`src/rtl/zcbx_pkg.sv`:
```
`timescale 1ns/1ps
package zcbx_pkg;

    localparam int XR_W = 5;

    typedef enum logic [3:0] {
        ZOP_NONE, ZOP_LBU, ZOP_LHU, ZOP_LH, ZOP_SB, ZOP_SH,
        ZOP_ZEXTB, ZOP_SEXTB, ZOP_ZEXTH, ZOP_SEXTH, ZOP_ZEXTW,
        ZOP_NOT, ZOP_MUL
    } zop_e;

    typedef struct packed {
        logic [XR_W-1:0] reg_hi;   // from bits [9:7]
        logic [XR_W-1:0] reg_lo;   // from bits [4:2]
        logic [11:0]     off_b;    // byte offset
        logic [11:0]     off_h;    // halfword offset
    } zfields_t;

    localparam logic [6:0] OPC_LOAD  = 7'b0000011;
    localparam logic [6:0] OPC_STORE = 7'b0100011;
    localparam logic [6:0] OPC_IMM   = 7'b0010011;
    localparam logic [6:0] OPC_REG   = 7'b0110011;
    localparam logic [6:0] OPC_REG32 = 7'b0111011;

    function automatic logic [31:0] enc_i(logic [11:0] imm, logic [XR_W-1:0] rs1,
                                          logic [2:0] f3, logic [XR_W-1:0] rd,
                                          logic [6:0] opc);
        return {imm, rs1, f3, rd, opc};
    endfunction

    function automatic logic [31:0] enc_r(logic [6:0] f7, logic [XR_W-1:0] rs2,
                                          logic [XR_W-1:0] rs1, logic [2:0] f3,
                                          logic [XR_W-1:0] rd, logic [6:0] opc);
        return {f7, rs2, rs1, f3, rd, opc};
    endfunction

    function automatic logic [31:0] enc_s(logic [11:0] imm, logic [XR_W-1:0] rs2,
                                          logic [XR_W-1:0] rs1, logic [2:0] f3,
                                          logic [6:0] opc);
        return {imm[11:5], rs2, rs1, f3, imm[4:0], opc};
    endfunction

endpackage

```
`src/rtl/zcbx_classify.sv`:
```
`timescale 1ns/1ps
module zcbx_classify
    import zcbx_pkg::*;
(
    input  logic [15:0] c_inst,
    input  logic        rv64_en,
    output zop_e        op
);
    logic [1:0] quad;
    logic [5:0] f6;

    assign quad = c_inst[1:0];
    assign f6   = c_inst[15:10];

    always_comb begin
        op = ZOP_NONE;
        if (quad == 2'b00) begin
            unique case (f6)
                6'b100000: op = ZOP_LBU;
                6'b100001: op = c_inst[6] ? ZOP_LH : ZOP_LHU;
                6'b100010: op = ZOP_SB;
                6'b100011: op = c_inst[6] ? ZOP_NONE : ZOP_SH;
                default:   op = ZOP_NONE;
            endcase
        end else if (quad == 2'b01 && f6 == 6'b100111) begin
            if (c_inst[6:5] == 2'b10) begin
                op = ZOP_MUL;
            end else if (c_inst[6:5] == 2'b11) begin
                unique case (c_inst[4:2])
                    3'b000:  op = ZOP_ZEXTB;
                    3'b001:  op = ZOP_SEXTB;
                    3'b010:  op = ZOP_ZEXTH;
                    3'b011:  op = ZOP_SEXTH;
                    3'b100:  op = rv64_en ? ZOP_ZEXTW : ZOP_NONE;
                    3'b101:  op = ZOP_NOT;
                    default: op = ZOP_NONE;
                endcase
            end
        end
    end
endmodule

```
`src/rtl/zcbx_fields.sv`:
```
`timescale 1ns/1ps
module zcbx_fields
    import zcbx_pkg::*;
#(
    parameter int CREG_W    = 3,
    parameter int XREG_BASE = 8
) (
    input  logic [15:0] c_inst,
    output zfields_t    flds
);
    localparam int PAD_W = XR_W - CREG_W;
    localparam logic [XR_W-1:0] BASE = XREG_BASE[XR_W-1:0];

    logic [CREG_W-1:0] c_hi;
    logic [CREG_W-1:0] c_lo;

    assign c_hi = c_inst[7 +: CREG_W];
    assign c_lo = c_inst[2 +: CREG_W];

    always_comb begin
        flds.reg_hi = BASE + {{PAD_W{1'b0}}, c_hi};
        flds.reg_lo = BASE + {{PAD_W{1'b0}}, c_lo};
        flds.off_b  = {10'd0, c_inst[5], c_inst[6]};
        flds.off_h  = {10'd0, c_inst[5], 1'b0};
    end
endmodule

```
`src/rtl/zcbx_assemble.sv`:
```
`timescale 1ns/1ps
module zcbx_assemble
    import zcbx_pkg::*;
(
    input  zop_e        op,
    input  zfields_t    flds,
    input  logic        rv64_en,
    output logic [31:0] word
);
    localparam logic [XR_W-1:0] X0 = '0;

    logic [XR_W-1:0] ra;
    logic [XR_W-1:0] rb;
    logic [6:0]      zexth_opc;

    assign ra        = flds.reg_hi;
    assign rb        = flds.reg_lo;
    assign zexth_opc = rv64_en ? OPC_REG32 : OPC_REG;

    always_comb begin
        unique case (op)
            ZOP_LBU:   word = enc_i(flds.off_b, ra, 3'b100, rb, OPC_LOAD);
            ZOP_LHU:   word = enc_i(flds.off_h, ra, 3'b101, rb, OPC_LOAD);
            ZOP_LH:    word = enc_i(flds.off_h, ra, 3'b001, rb, OPC_LOAD);
            ZOP_SB:    word = enc_s(flds.off_b, rb, ra, 3'b000, OPC_STORE);
            ZOP_SH:    word = enc_s(flds.off_h, rb, ra, 3'b001, OPC_STORE);
            ZOP_ZEXTB: word = enc_i(12'h0FF, ra, 3'b111, ra, OPC_IMM);
            ZOP_NOT:   word = enc_i(12'hFFF, ra, 3'b100, ra, OPC_IMM);
            ZOP_SEXTB: word = enc_i(12'h604, ra, 3'b001, ra, OPC_IMM);
            ZOP_SEXTH: word = enc_i(12'h605, ra, 3'b001, ra, OPC_IMM);
            ZOP_ZEXTH: word = enc_r(7'b0000100, X0, ra, 3'b100, ra, zexth_opc);
            ZOP_ZEXTW: word = enc_r(7'b0000100, X0, ra, 3'b000, ra, OPC_REG32);
            ZOP_MUL:   word = enc_r(7'b0000001, rb, ra, 3'b000, ra, OPC_REG);
            ZOP_NONE:  word = '0;
            default:   word = '0;
        endcase
    end
endmodule

```
`src/rtl/zcbx_expander.sv`:
```
`timescale 1ns/1ps
module zcbx_expander
    import zcbx_pkg::*;
#(
    parameter int CREG_W    = 3,
    parameter int XREG_BASE = 8
) (
    input  logic [15:0] c_inst,
    input  logic        rv64_en,
    output logic [31:0] x_inst,
    output logic        x_valid,
    output logic        x_illegal
);
    zop_e     op;
    zfields_t flds;

    zcbx_classify u_cls (
        .c_inst  (c_inst),
        .rv64_en (rv64_en),
        .op      (op)
    );

    zcbx_fields #(
        .CREG_W    (CREG_W),
        .XREG_BASE (XREG_BASE)
    ) u_fld (
        .c_inst (c_inst),
        .flds   (flds)
    );

    zcbx_assemble u_asm (
        .op      (op),
        .flds    (flds),
        .rv64_en (rv64_en),
        .word    (x_inst)
    );

    assign x_illegal = (op == ZOP_NONE);
    assign x_valid   = ~x_illegal;
endmodule

```
`config.mk`:
```
export PLATFORM = sky130hd
export DESIGN_NAME = zcbx_expander
export DESIGN_NICKNAME = d
export VERILOG_FILES = /design/src/rtl/zcbx_pkg.sv /design/src/rtl/zcbx_classify.sv /design/src/rtl/zcbx_fields.sv /design/src/rtl/zcbx_assemble.sv /design/src/rtl/zcbx_expander.sv
export SDC_FILE = /design/constraint.sdc
export NUM_CORES = 1
export LEC_CHECK = 0
export BUFFER_PORTS_ARGS = -buffer_cell sky130_fd_sc_hd__buf_2
export CORE_AREA = 10 10 49 51
export DETAILED_ROUTE_END_ITERATION = 6
export DIE_AREA = 0 0 59 61
export PLACE_DENSITY = 0.94
export SYNTH_ARGS = -nofsm -noshare
export SYNTH_HDL_FRONTEND = slang
export SYNTH_SLANG_ARGS = --single-unit
```
`constraint.sdc`:
```
create_clock -name vclk -period 5
set_input_delay 0.25 -clock vclk [all_inputs]
set_output_delay 0.25 -clock vclk [all_outputs]
set_load 0.01 [all_outputs]
```
## Word level (Yosys, flattened, before mapping)

Cells that the tools add are included.

- Flip-flop bits (word level): 0
- Input bits: 17
- Output and inout port bits: 34
- Logic and storage cells: 43

- Add/sub/neg operators: 2
- Equality and inequality tests: 25
- Muxes and demuxes: 11
- Bitwise logic cells: 1
- Reductions and logical operators: 4

Operators with widths:

| cell | count |
|---|---|
| 32-bit one-hot mux with 12 select lines | 1 |
| 6-bit equality test (second input constant) | 5 |
| 4-bit two-way mux | 6 |
| 4-bit one-hot mux with 6 select lines | 1 |
| 4-bit equality test (second input constant) | 5 |
| 4-bit by 3-bit equality test with 1-bit output (second input constant) | 4 |
| 4-bit one-hot mux with 4 select lines | 1 |
| 4-bit by 3-bit adder with 5-bit output (first input constant) | 2 |
| 4-bit by 2-bit equality test with 1-bit output (second input constant) | 2 |
| 3-bit by 2-bit equality test with 1-bit output (second input constant) | 2 |
| 3-bit equality test (second input constant) | 2 |
| 2-bit equality test (second input constant) | 2 |
| 4-bit by 1-bit equality test with 1-bit output (second input constant) | 1 |
| 4-bit logical NOT | 1 |
| 3-bit by 1-bit equality test with 1-bit output (second input constant) | 1 |
| 3-bit logical NOT | 1 |
| 3-bit two-way mux | 1 |
| 2-bit by 1-bit equality test with 1-bit output (second input constant) | 1 |
| 2-bit logical NOT | 1 |
| 1-bit logical AND | 1 |
| 1-bit two-way mux | 1 |
| 1-bit inverter | 1 |

## Logic depth before layout (Yosys ltp)

- Depth in word-level cells: 8
- Mapped depth: 8
- Mapped depth without buffers: 6

## Modules after synthesis

From an unflattened synthesis, not the netlist that was laid out.

- Cell total of the unflattened synthesis: 234
- Area, all modules: 1460.2 µm²

Modules (own cells, without submodules):

| module | instances | cells an instance | area an instance (µm²) |
|---|---|---|---|
| zcbx_assemble | 1 | 171 | 1028.5 |
| zcbx_fields | 1 | 36 | 262.8 |
| zcbx_classify | 1 | 25 | 155.1 |
| zcbx_expander | 1 | 2 | 13.8 |

## Worst setup path before layout

OpenSTA, ideal clock, no wires.

- Path type: input-to-output
- Start: input c_inst[1]
- End: output x_inst[23]
- Arrival: 2076 ps
- Required time: 4750 ps
- Setup slack: 2674 ps
- Stages on the path: 6
- Buffers on the path: 0
- Cells stage by stage: or4b_4 -> or3_1 -> o311a_2 -> nor4_2 -> a21o_1 -> nand2b_1

- Cells in the longest elaborated chain, start to end: 6

RTL lines:

| what | line | source |
|---|---|---|
| start: declaration | zcbx_expander.sv:8 | `input logic [15:0] c_inst,` |
| 2-bit by 1-bit equality test with 1-bit output | zcbx_classify.sv:25 | `end else if (quad == 2'b01 && f6 == 6'b100111) begin` |
| 1-bit logical AND | zcbx_classify.sv:25 |  |
| 4-bit two-way mux | zcbx_classify.sv:25 |  |
| 4-bit two-way mux * | zcbx_classify.sv:17 | `if (quad == 2'b00) begin` |
| 4-bit equality test, or another cell as far along | zcbx_assemble.sv:21 | `unique case (op)` |
| 32-bit one-hot mux with 12 select lines * | zcbx_assemble.sv:21 |  |
| end: declaration | zcbx_expander.sv:10 | `output logic [31:0] x_inst,` |

Mark *: on every way between the ends. The rest lies on a longest branch, timed or not.

## Worst setup path after layout

- Start: input c_inst[1]
- End: output x_inst[16]

Same word-level chain as after synthesis.

==> summary.md <==
| Metric | Value |
|---|---|
| First-pass GRT wire length | 3.95 mm |
| Routability cong. | 0.888 |
| Final Cycle Share | 60.1% |
| RSZ-0062 raised after global routing | false |
| GRT Total Usage | 12.9% |
| Sequential share of the synthesized area | 0% |
| Hold/Removal Path Class | input port to output port |
| Largest area contributor in the netlist | buf_4 |
| Seq Cell Count | 0 |
| XOR/XNOR share of the synthesized area | 1.33% |
| Stages on the worst setup path | 8 |
| Slowest cell on crit path | o311ai_1 |
| Area occupied by registers | 0 sq um |
| Sw Ratio | 63.2% |
| Mapped cell area | 658 sq um |
| Endpoints failing setup | 0 |
| Setup crit end | x_inst[16] |
| Fin. max-slew vios | 0 |
| Routed Antenna Nets | 0 |
| Area Growth Syn to Fin | 27.9% |
| Fraction of layout instances using a drive strength above 1 | 39.0% |
| Largest net degree at the start of global routing | 12 |
| Synth warn | 0 |
| Sw Pwr | 0.0204 mW |
| Mux cell area share after synthesis | 0% |
| Initial antenna violation count | 0 |
| Crit. Startpoint | c_inst[1] |
| Post-synth cell types | 41 |
| Seq pwr share | 0% |
| Sum Neg Setup Slack | 0 ns |
| Fin. Hold Viols | 0 |
| Multi-input combinational cell area | 576 sq um |
| Diodes inserted | 0 |
| DRT Pass-1 Iters | 5 |
| Synth top area cells | buf_4 10%, nand2_1 10%, nor4b_4 7.2% |
| CORE AREA | 1470 sq um |
| Final setup margin | 1.99 ns |
| Pwr/cell area | 38.4 nW/um^2 |
| Fin cells | 157 |
| Die ar. | 3600 sq um |
| Crit-path cells | buf_2 > nor4b_4 > nand3_2 > o311ai_1 > nand2_1 > nand3_2 > and2_1 > buf_2 |
| Iter 0 DRT Violations | 33 |
| # clk buffers | 0 |
| Drt total wl | 2.58 mm |
| Clock power share | 0% |
| Leak | 0.483 nW |
| Setup bufs post-CTS | 0 |
| PostCTS Resize Cnt | 0 |
| Maxcap violations | 0 |
| Synth Area in Simple Gates | 45.8% |
| Adder-cell area share of the yosys netlist | 0% |
| Logic gate share of total power | 100.0% |
| Starting Density | 44.7% |
| Slew headroom | 24.0% |
| Crit-path max cell delay | 1.00 ns |
| Routed wl met2 | 1.27 mm |
| Share of the synthesized area in the top cell type | 10.3% |
| Internal Power | 0.0119 mW |
| Total power | 0.0323 mW |
| Number of buffers added on ports | 47 |
| Least-Margin Pin Slew | 1.12 ns |
| CP top delay family | simple AND/OR/NAND/NOR gates |
| Critical path arrival | 2.76 ns |
| Hold bufs inserted after CTS | 0 |
| Mean Syn Cell Area | 6.45 sq um |
| DRC | 0 |
| Dpl ws | 2.00 ns |
| Post-detail-place hpwl | 2.16 mm |
| Routed vias/inst | 6.04 |
| Largest family of logic cells by synthesized area | simple AND/OR/NAND/NOR gates |
| Final #Nets | 160 |
| Status | completed |
| Placed cell count | 157 |
| CP startpoint kind | input port |
| Grt ovf | 0 |
| M1 WL | 926 um |
| Routed wl met3 | 360 um |
| Worst endpoint required time | 4.75 ns |
| Row count | 14 |
| Max layer used | met4 |
| VDD IR-drop max | 30.6 uV |
| Die X | 59 um |
| Num ports | 51 |
| Synth Area in Compound Gates | 38.0% |
| Post-Syn Instances | 102 |
| Crit end category | output port |
| Routed wire length per instance | 16.4 um |
| Die Y | 61 um |
| Crit-path max FO | 11 |
| Vias in the first global route | 882 |
| Min Tclk post-route | 3.01 ns |
| Max Clk Rate | 0.333 GHz |
| DR vias | 949 |
| Crit path buf inv count | 2 |
| Number of fill cells | 162 |
| CP Class | input port to output port |
through the flow:
step	hold WS [ns]	cell area, sq um	util (%)
2_1_floorplan	0.627	669	-
3_3_place_gp	0.812	842	57.2
3_5_place_dp	0.810	842	57.2
4_1_cts	0.813	842	57.2
5_1_grt	0.832	842	57.2
6_report	0.809	842	57.2
how the worst min path moves through the flow:
stage / start / endpoint / slack [ns] / cells after the start
4_1_cts: c_inst[7] / x_inst[15] / 0.81 / 3
6_report: c_inst[7] / x_inst[15] / 0.81 / 3
3_5_place_dp: c_inst[7] / x_inst[15] / 0.81 / 3
2_1_floorplan: c_inst[6] / x_inst[7] / 0.63 / 2
3_3_place_gp: c_inst[8] / x_inst[16] / 0.81 / 3
5_1_grt: c_inst[9] / x_inst[17] / 0.83 / 3
cell families after synthesis:
family                 Yosys count
AO/OA/AOI/OAI                   34
XOR/XNOR                         1
buffers and inverters           14
other                            1
AND/OR/NAND/NOR                 52
per-layer routing:
layer | vias up | track usage (%)
li1 | 452 | -
met1 | 432 | 12.8
met2 | 61 | 25.1
met3 | 4 | 5.01
met4 | 0 | 1.64
met5 | - | 0
final cells by class:
class | count | share of cell area, %
Timing Repair Buffer | 47 | 27.9
Tap cell | 16 | 2.38
Multi-Input combinational cell | 91 | 68.4
Inverter | 3 | 1.34
Yosys cell counts (2+ instances only):
library cell,n
a21oi_1,3
nor3_1,2
o22ai_1,3
nand3_2,2
a32o_1,2
nand2b_1,2
or3_1,2
o21ai_0,6
o21ai_1,2
nand3_1,4
nand2_1,18
a21o_1,2
inv_1,3
nor4b_4,2
buf_4,9
o211ai_1,2
nor2_1,12
and2_1,3
power groups by stage:
stage	Combinational (mW)	Clock [mW]	Sequential (mW)
finish	0.0323	0	0
global route	0.0351	0	0
CTS	0.0316	0	0
detailed placement	0.0314	0	0
global placement	0.0304	0	0
floorplan	0.0180	0	0
placed cells by master, fill, tap and decap left out, types with 2 or more instances in the layout:
master and instances:
a21o_1 2, a21oi_1 3, a32o_1 2, and2_1 3, buf_2 47, conb_1 4
inv_1 3, nand2_1 18, nand2b_1 2, nand3_1 4, nand3_2 2, nor2_1 12
nor3_1 2, nor4b_4 2, o211ai_1 2, o21ai_0 6, o21ai_1 2, o22ai_1 3
or3_1 2
(Power assumes the default switching activity.)
